<file path="src/rtl/park_arb_pkg.sv">
package park_arb_pkg;
  typedef enum logic [1:0] {
    ST_PARK   = 2'd0,
    ST_REVOKE = 2'd1,
    ST_START  = 2'd2,
    ST_OWN    = 2'd3
  } arb_state_e;
endpackage

</file>
<file path="src/rtl/park_arb_strap.sv">
module park_arb_strap (
  input  logic clk_i,
  input  logic rst_ni,
  input  logic strap_i,
  output logic arb_on_o
);
  logic cap_q;

  always_ff @(posedge clk_i or negedge rst_ni) begin
    if (!rst_ni) begin
      cap_q    <= 1'b0;
      arb_on_o <= 1'b0;
    end else if (!cap_q) begin
      cap_q    <= 1'b1;
      arb_on_o <= strap_i;
    end
  end
endmodule

</file>
<file path="src/rtl/park_arb_pend.sv">
module park_arb_pend #(
  parameter int unsigned PEND_W = 2
) (
  input  logic clk_i,
  input  logic rst_ni,
  input  logic en_i,
  input  logic inc_i,
  input  logic dec_i,
  output logic pend_o
);
  localparam logic [PEND_W-1:0] PEND_MAX = '1;
  localparam logic [PEND_W-1:0] PEND_ONE = PEND_W'(1);

  logic [PEND_W-1:0] cnt_q;

  always_ff @(posedge clk_i or negedge rst_ni) begin
    if (!rst_ni) begin
      cnt_q <= '0;
    end else if (!en_i) begin
      cnt_q <= '0;
    end else begin
      unique case ({inc_i, dec_i})
        2'b10:   if (cnt_q != PEND_MAX) cnt_q <= cnt_q + PEND_ONE;
        2'b01:   if (cnt_q != '0) cnt_q <= cnt_q - PEND_ONE;
        default: cnt_q <= cnt_q;
      endcase
    end
  end

  assign pend_o = |cnt_q;
endmodule

</file>
<file path="src/rtl/park_arb_fsm.sv">
module park_arb_fsm
  import park_arb_pkg::*;
(
  input  logic clk_i,
  input  logic rst_ni,
  input  logic en_i,
  input  logic pend_i,
  input  logic proc_abb_i,
  input  logic done_i,
  output logic take_o,
  output logic pgrant_o,
  output logic retry_o,
  output logic abb_o,
  output logic ts_o
);
  arb_state_e state_q, state_d;

  always_comb begin
    state_d = state_q;
    unique case (state_q)
      ST_PARK:   if (pend_i) state_d = ST_REVOKE;
      ST_REVOKE: if (!proc_abb_i) state_d = ST_START;
      ST_START:  state_d = ST_OWN;
      ST_OWN:    if (done_i) state_d = pend_i ? ST_REVOKE : ST_PARK;
      default:   state_d = ST_PARK;
    endcase
    if (!en_i) state_d = ST_PARK;
  end

  always_ff @(posedge clk_i or negedge rst_ni) begin
    if (!rst_ni) state_q <= ST_PARK;
    else         state_q <= state_d;
  end

  // processor re-parked from the cycle after transfer-start
  assign pgrant_o = en_i && (state_q == ST_PARK || state_q == ST_OWN);
  assign retry_o  = en_i && (state_q == ST_REVOKE) && proc_abb_i;
  assign take_o   = en_i && (state_q == ST_REVOKE) && !proc_abb_i;
  assign abb_o    = en_i && (state_q == ST_START || state_q == ST_OWN);
  assign ts_o     = en_i && (state_q == ST_START);
endmodule

</file>
<file path="src/rtl/park_arb.sv">
module park_arb #(
  parameter int unsigned PEND_W = 2
) (
  input  logic clk_i,
  input  logic rst_ni,
  input  logic strap_arb_en_i,
  input  logic inv_req_i,
  input  logic proc_abb_i,
  input  logic ctl_done_i,
  output logic pgrant_o,
  output logic pgrant_oe_o,
  output logic retry_o,
  output logic ctl_abb_o,
  output logic ctl_ts_o
);
  logic arb_on, pend, take;

  park_arb_strap u_strap (
    .clk_i    (clk_i),
    .rst_ni   (rst_ni),
    .strap_i  (strap_arb_en_i),
    .arb_on_o (arb_on)
  );

  park_arb_pend #(.PEND_W(PEND_W)) u_pend (
    .clk_i  (clk_i),
    .rst_ni (rst_ni),
    .en_i   (arb_on),
    .inc_i  (inv_req_i),
    .dec_i  (take),
    .pend_o (pend)
  );

  park_arb_fsm u_fsm (
    .clk_i      (clk_i),
    .rst_ni     (rst_ni),
    .en_i       (arb_on),
    .pend_i     (pend),
    .proc_abb_i (proc_abb_i),
    .done_i     (ctl_done_i),
    .take_o     (take),
    .pgrant_o   (pgrant_o),
    .retry_o    (retry_o),
    .abb_o      (ctl_abb_o),
    .ts_o       (ctl_ts_o)
  );

  assign pgrant_oe_o = arb_on;
endmodule

</file>
<file path="config.mk">
export PLATFORM = sky130hd
export DESIGN_NAME = park_arb
export DESIGN_NICKNAME = d
export VERILOG_FILES = /design/src/rtl/park_arb_pkg.sv /design/src/rtl/park_arb_strap.sv /design/src/rtl/park_arb_pend.sv /design/src/rtl/park_arb_fsm.sv /design/src/rtl/park_arb.sv
export SDC_FILE = /design/constraint.sdc
export NUM_CORES = 1
export LEC_CHECK = 0
export BUFFER_PORTS_ARGS = -buffer_cell sky130_fd_sc_hd__buf_4
export CORE_MARGIN = 5
export CORE_UTILIZATION = 25
export CTS_BUF_LIST = sky130_fd_sc_hd__clkbuf_4 sky130_fd_sc_hd__clkbuf_8
export DETAILED_ROUTE_END_ITERATION = 8
export HOLD_SLACK_MARGIN = 0.06
export PLACE_DENSITY_LB_ADDON = 0.05
export SYNTH_ARGS = -nofsm -noshare
export SYNTH_HDL_FRONTEND = slang
export SYNTH_SLANG_ARGS = --single-unit
export TNS_END_PERCENT = 100
</file>
<file path="constraint.sdc">
create_clock -name clk_i -period 1.7 [get_ports clk_i]
set_input_delay 0.17 -clock clk_i [delete_from_list [all_inputs] [get_ports clk_i]]
set_output_delay 0.17 -clock clk_i [all_outputs]
set_load 0.01 [all_outputs]
</file>
==> metrics.md, run 1 <==
| Metric | Value |
|---|---|
| Mapped cell area | about 420 um^2 |
| DR pass1 iterations | 4 |
| Synth warn | 0 |
| Top cells by area, synth | dfrtp_1 (36%), ha_1 (12%), o21ai_0 (4.8%) |
| Syn_nets | 52 |
| Via count | between 300 and 400 |
| Reg power frac | 33.1% |
| Unrepaired setup endpoints after global routing | no |
| Synth area leader | dfrtp_1 |
| Worst-Skew Late Latency | 0.24 ns |
| Top Family by Delay on Critical Path | simple AND/OR/NAND/NOR gates |
| Int Pwr | 0.459 mW |
| Crit-path max cell delay | ~0.42 ns |
| Initial antenna violation count | 0 |
| N_diodes | 0 |
| Peak Freq | 610 MHz |
| Total track usage | under 10% |
| CTS tree | done |
| P_sw | roughly 0.26 mW |
| Layout cell share with drive strength beyond 1 | between 30% and 40% |
| Status | finished clean |
| CP max stage cell | dfrtp_1 |
| Antenna-violating nets left | 0 |
| Fin crit period | about 1.6 ns |
| Routability cong. | between 0.8 and 0.9 |
| Die H | between 50 and 60 um |
| Clock sink count | 6 |
| Post-synthesis sequential area ratio | 36.1% |
| Gate power share | 49.1% |
| CTS buffer count | 3 |
| # Max-Cap Violations | 0 |
| Pleak | roughly 0.26 nW |
| Unique cell type count in the Yosys netlist | 23 |
| Fin crit share | roughly 96% |
| Final setup fails | 0 |
| Area grow syn2layout | 32.5% |
| Setup TNS | 0 ns |
| PwrDens | ~1300 nW/um^2 |
| CP cell instances | inv_1 > ha_1 > and2_1 > or3_1 > o221a_1 |
| DPL Wire Length | 739 um |
| CP Buf/Inv Count | 1 |
| CP max FO | 5 |
| Row Count | 14 |
| Commonest non-fill, non-tap cells in the layout | buf_4 (11), dfrtp_1 (6), o21ai_0 (4), ha_1 (4) |
| Worst-path clk slew | ~0.050 ns |
| Post-synthesis instance total | 42 |
| Startpoint types | flop |
| Area of the die | ~2600 um^2 |
| Final worst slack | slightly above 0.06 ns |
| Final Hold Vio Count | 0 |
| Cells after DPL | 68 |
| Syn Area/Cell | approximately 10 um^2 |
| Hold Crit Class | primary input to flop |
| Nets | 69 |
| Core ar. | ~1500 um^2 |
| Hold slack | approximately 0.17 ns |
| Commonest non-fill, non-tap cell in the layout | buf_4 |
| Post-route insts no fill | 73 |
| Switching Fraction | around 36% |
| Synth Register Bits | 6 |
| Worst path required time | ~1.8 ns |
| Fin util | between 30% and 40% |
| DRC Markers | 0 |
| WL final | 920 um |
| Total grt overflow | 0 |
| Drt wl/cell | roughly 13 um |
| First-pass GRT wire length | 1550 um |
| I/O pin count | 11 |
| Die Wd | about 50 um |
| VDD IR max | 480 uV |
| Arrival time worst endpoint | ~1.8 ns |
| Crit path capture type | flop |
| Pins Over Slew Limit | 0 |
| Largest net degree at the start of global routing | 11 |
| Max H-tree Level | 1 |
| PortBufs | 10 |
| Max Root-Sink Buffers | 2 |
| Vias/cell | roughly 4.9 |
| Clock tree root driver cell | clkbuf_4 |
| Drt first-iter violations | 4 |
| Setup Skew | 0.00454 ns |
| Area share of the largest cell type after synthesis | 36.1% |
| Clock group share of total power | between 10% and 20% |
| Fillers | around 170 |
| Initial Util | a little over a quarter |
| Post-place setup slack | slightly above 0.07 ns |
| Vias in the first global route | 376 |
| Worst Setup Path Type | flop to flop |
## sequential cells by signal, summed over array words and instances, names as in the netlist
name,flops
u_strap.arb_on_o,1
u_fsm.state_q,2
u_pend.cnt_q,2
u_strap.cap_q,1
## cells by family after synthesis
family          share of synthesized area, %
fa+ha+maj                               12.0
simple gates                            29.8
compound gates                          16.6
flops                                   36.1
other cells                            0.903
mux                                     2.71
buf+inv                                 1.81
## through the flow
| step | instance area, um^2 | power, mW |
|---|---|---|
| final | 551 | 0.718 |
| after global routing | 551 | 0.788 |
| after CTS | 543 | 0.709 |
| after detailed placement | 510 | 0.577 |
| after global placement | 510 | 0.562 |
| after floorplan | 415 | 0.463 |
## worst reg2reg max path, cell delays in order (launching register included)
cell     delay, ns
dfrtp_1       0.42
inv_1         0.10
ha_1          0.20
and2_1        0.18
or3_1         0.37
o221a_1       0.26
## Yosys cell counts
master / instances
inv_1: 2
and3b_2: 1
o31a_2: 1
o21a_1: 2
nor3b_1: 1
ha_1: 4
nor2b_1: 3
nor4b_1: 1
o221a_1: 1
nand3b_1: 1
nor3b_2: 1
conb_1: 1
and2_2: 1
o21ai_0: 4
a21boi_0: 1
mux2_2: 1
or3_1: 2
a21oi_1: 1
and2_1: 3
and3_1: 1
nor2_1: 2
dfrtp_1: 6
nor4_1: 1
## timing repair
action	4_1_cts	5_1_grt
hold endpoints to repair	6	0
resized for setup	0	1
endpoints found under the setup margin	0	1
setup buffers	0	1
hold buffers	1	0
## final timing paths
path | end | cells past startpoint | startpoint | slack, ns
max | u_fsm.state_q[0]$_DFFE_PN0P_ | 5 | u_fsm.state_q[1]$_DFFE_PN0P_ | 0.06
min | u_strap.arb_on_o$_DFFE_PN0N_ | 2 | strap_arb_en_i | 0.17
max reg2reg | u_fsm.state_q[0]$_DFFE_PN0P_ | 5 | u_fsm.state_q[1]$_DFFE_PN0P_ | 0.06
min reg2reg | u_strap.arb_on_o$_DFFE_PN0N_ | 1 | u_strap.cap_q$_DFF_PN0_ | 0.51
max in group asynchronous | u_fsm.state_q[1]$_DFFE_PN0P_ | 2 | rst_ni | 1.31
min in group asynchronous | u_strap.cap_q$_DFF_PN0_ | 2 | rst_ni | 0.27
## power by group through the flow
stage | combinational, mW | sequential [mW] | clock [mW]
after floorplan | 0.241 | 0.222 | 0
after global placement | 0.330 | 0.232 | 0
after detailed placement | 0.340 | 0.237 | 0
after CTS | 0.343 | 0.235 | 0.131
after global routing | 0.404 | 0.244 | 0.139
final | 0.352 | 0.237 | 0.128
## layout make-up
type | count | area (um^2) | share of cell area [%]
Multi-Input combinational cell | 34 | 258 | 46.8
Sequential cell | 6 | 150 | 27.3
Timing Repair Buffer | 12 | 92.6 | 16.8
Clock buffer | 3 | 22.5 | 4.09
Tap cell | 16 | 20.0 | 3.64
Inverter | 2 | 7.51 | 1.36
## routing by layer
layer / vias to the layer above / global-route usage (%) / part of all wire [%]
met4: 0 / 3.40 / 0
met5: - / 0 / 0
met2: 6 / 13.6 / 54
li1: 179 / - / -
met1: 176 / 8.20 / 41
met3: 0 / 3.25 / 4.9
Note: power is estimated with default switching activity, not from simulation.
==> inputs of run 2 (changes only) <==
Settings changed: SETUP_SLACK_MARGIN set to 0.1.
==> run 2 against run 1 <==
Net effect:
- non-clock buffer count up 3
- cell count up 4.1%
- clock-buffer cell count unchanged
- hold slack about the same
- clock skew about the same
- setup slack better by 0.068 ns
- combinational power up 39%
- via count up 5.8%
- maximum frequency up 4.3%
- sequential power up 2%
- critical path type unchanged
- critical endpoint unchanged
- largest power group unchanged
==> metrics.md, run 2 (same netlist as run 1, synthesis figures left out) <==
| Metric | Value |
|---|---|
| CP max stage cell | dfrtp_1 |
| Startpoint types | flop |
| Setup Skew | 0.00455 ns (+0.0000117 ns) |
| Commonest non-fill, non-tap cell in the layout | buf_4 |
| # Max-Cap Violations | 0 (unchanged) |
| Clock tree root driver cell | clkbuf_4 |
| Setup TNS | 0 ns (unchanged) |
| Initial Util | 26.9% (unchanged) |
| Arrival time worst endpoint | 1.69 ns (-0.07 ns) |
| Die H | 50.8 um (unchanged) |
| Drt first-iter violations | 3 (-1) |
| Antenna-violating nets left | 0 (unchanged) |
| Vias/cell | 5.03 (+1.6%) |
| Crit-path max cell delay | 0.44 ns (+0.02 ns) |
| Peak Freq | 636 MHz (+4.3%) |
| Nets | 72 (+4.3%) |
| Vias in the first global route | 393 (+4.5%) |
| Status | finished clean |
| Final Hold Vio Count | 0 (unchanged) |
| Area grow syn2layout | 43.1% |
| Initial antenna violation count | 0 (unchanged) |
| CP cell instances | inv_2 > ha_4 > nor3b_4 > or3_1 > o221a_1 |
| Total grt overflow | 0 (unchanged) |
| DRC Markers | 0 (unchanged) |
| Hold Crit Class | primary input to flop |
| Post-route insts no fill | 76 (+4.1%) |
| CP max FO | 5 (unchanged) |
| Worst Setup Path Type | flop to flop |
| Top Family by Delay on Critical Path | simple AND/OR/NAND/NOR gates |
| Final setup fails | 0 (unchanged) |
| Fin crit share | 92.4% (-4.0 points) |
| Top flop regs | u_fsm.state_q: 2 flops, u_pend.cnt_q: 2 flops |
| DR pass1 iterations | 2 (-2) |
| PortBufs | 10 (unchanged) |
| I/O pin count | 11 (unchanged) |
| N_diodes | 0 (unchanged) |
| Via count | 382 (+5.8%) |
| VDD IR max | 575 uV (+20%) |
| Layout cell share with drive strength beyond 1 | 43.3% (+8.2 points) |
| Largest net degree at the start of global routing | 11 (unchanged) |
| Pins Over Slew Limit | 0 (unchanged) |
| Cells after DPL | 68 (unchanged) |
| CTS tree | done |
| Total track usage | 8.04% (+0.18 points) |
| CTS buffer count | 3 (unchanged) |
| Crit path capture type | flop |
| Core ar. | 1540 um^2 (unchanged) |
| Routability cong. | 0.838 (unchanged) |
| WL final | 1060 um (+15%) |
| CP Buf/Inv Count | 1 (unchanged) |
| DPL Wire Length | 739 um (unchanged) |
| Worst path required time | 1.82 ns (about the same) |
| Worst-Skew Late Latency | 0.24 ns (about the same) |
| Row Count | 14 (unchanged) |
| Post-place setup slack | 0.0716 ns (unchanged) |
| Area of the die | 2580 um^2 (unchanged) |
| Overall Power | 0.860 mW (+20%) |
| Unrepaired setup endpoints after global routing | yes |
| Pleak | 0.277 nW (+7.0%) |
| Drt wl/cell | 13.9 um (+10%) |
| First-pass GRT wire length | 1590 um (+2.3%) |
| Fillers | 161 (-2.4%) |
| PwrDens | 1450 nW/um^2 (+11%) |
| Max Root-Sink Buffers | 2 (unchanged) |
| Max H-tree Level | 1 (unchanged) |
| Commonest non-fill, non-tap cells in the layout | buf_4 (14), dfrtp_1 (6), o21ai_0 (4) |
| Fin crit period | 1.57 ns (-0.0680 ns) |
| Final worst slack | 0.129 ns (+0.0680 ns) |
| Die Wd | 50.8 um (unchanged) |
| Hold slack | 0.169 ns (+0.00000100 ns) |
| Worst-path clk slew | 0.05 ns (about the same) |
| Clock sink count | 6 (unchanged) |
[run 2: cell types whose count changed in the layout (fill, tap and decap cells not counted), sizes merged]
cell,previous run,this run
buf,11,14
[run 2: cell type report]
cell class	count	area, um^2	area share (%)
clock buffers	3	22.5	3.79
inverters	2	7.51	1.26
multi-input cells	34	279	46.9
flip-flops and latches	6	150	25.3
well taps	16	20.0	3.37
repair buffers	15	115	19.4
[run 2: per-layer routing]
metal  share of wire [%]  track usage, %  up-vias
met2                  53            14.0        6
li1                    -               -      185
met4                   0            3.83        0
met3                 4.3            3.25        0
met1                  43            8.20      191
met5                   0               0        -
[run 2: what timing repair did]
item	in CTS	in global routing
setup endpoints to repair	1	1
endpoints found under the hold margin	6	0
buffers inserted	1	3
cloned	0	0
resized for setup	3	3
pin swaps	0	3
hold buffers	1	0
[run 2: worst paths after layout]
check | from | to | slack, ns | cells after the start
hold reg to reg | u_strap.cap_q$_DFF_PN0_ | u_strap.arb_on_o$_DFFE_PN0N_ | 0.51 | 1
setup reg to reg | u_fsm.state_q[0]$_DFFE_PN0P_ | u_fsm.state_q[0]$_DFFE_PN0P_ | 0.13 | 5
setup / recovery | u_fsm.state_q[0]$_DFFE_PN0P_ | u_fsm.state_q[0]$_DFFE_PN0P_ | 0.13 | 5
max in group asynchronous | rst_ni | u_fsm.state_q[1]$_DFFE_PN0P_ | 1.31 | 2
min in group asynchronous | rst_ni | u_strap.cap_q$_DFF_PN0_ | 0.27 | 2
hold / removal | strap_arb_en_i | u_strap.arb_on_o$_DFFE_PN0N_ | 0.17 | 2
[run 2: metrics by stage]
step	util, %	cell area, um^2
finish	38.6	594
global route	38.6	594
CTS	36.0	556
detailed placement	33.1	510
global placement	33.1	510
floorplan	-	415
[run 2: power by group]
| group | internal, mW | total (mW) | leakage (nW) | switching, mW |
|---|---|---|---|---|
| Sequential | 0.179 | 0.241 | 0.0760 | 0.0621 |
| Clock | 0.0797 | 0.128 | 0.0138 | 0.0485 |
| Combinational | 0.292 | 0.491 | 0.187 | 0.198 |
| Total | 0.551 | 0.860 | 0.277 | 0.309 |
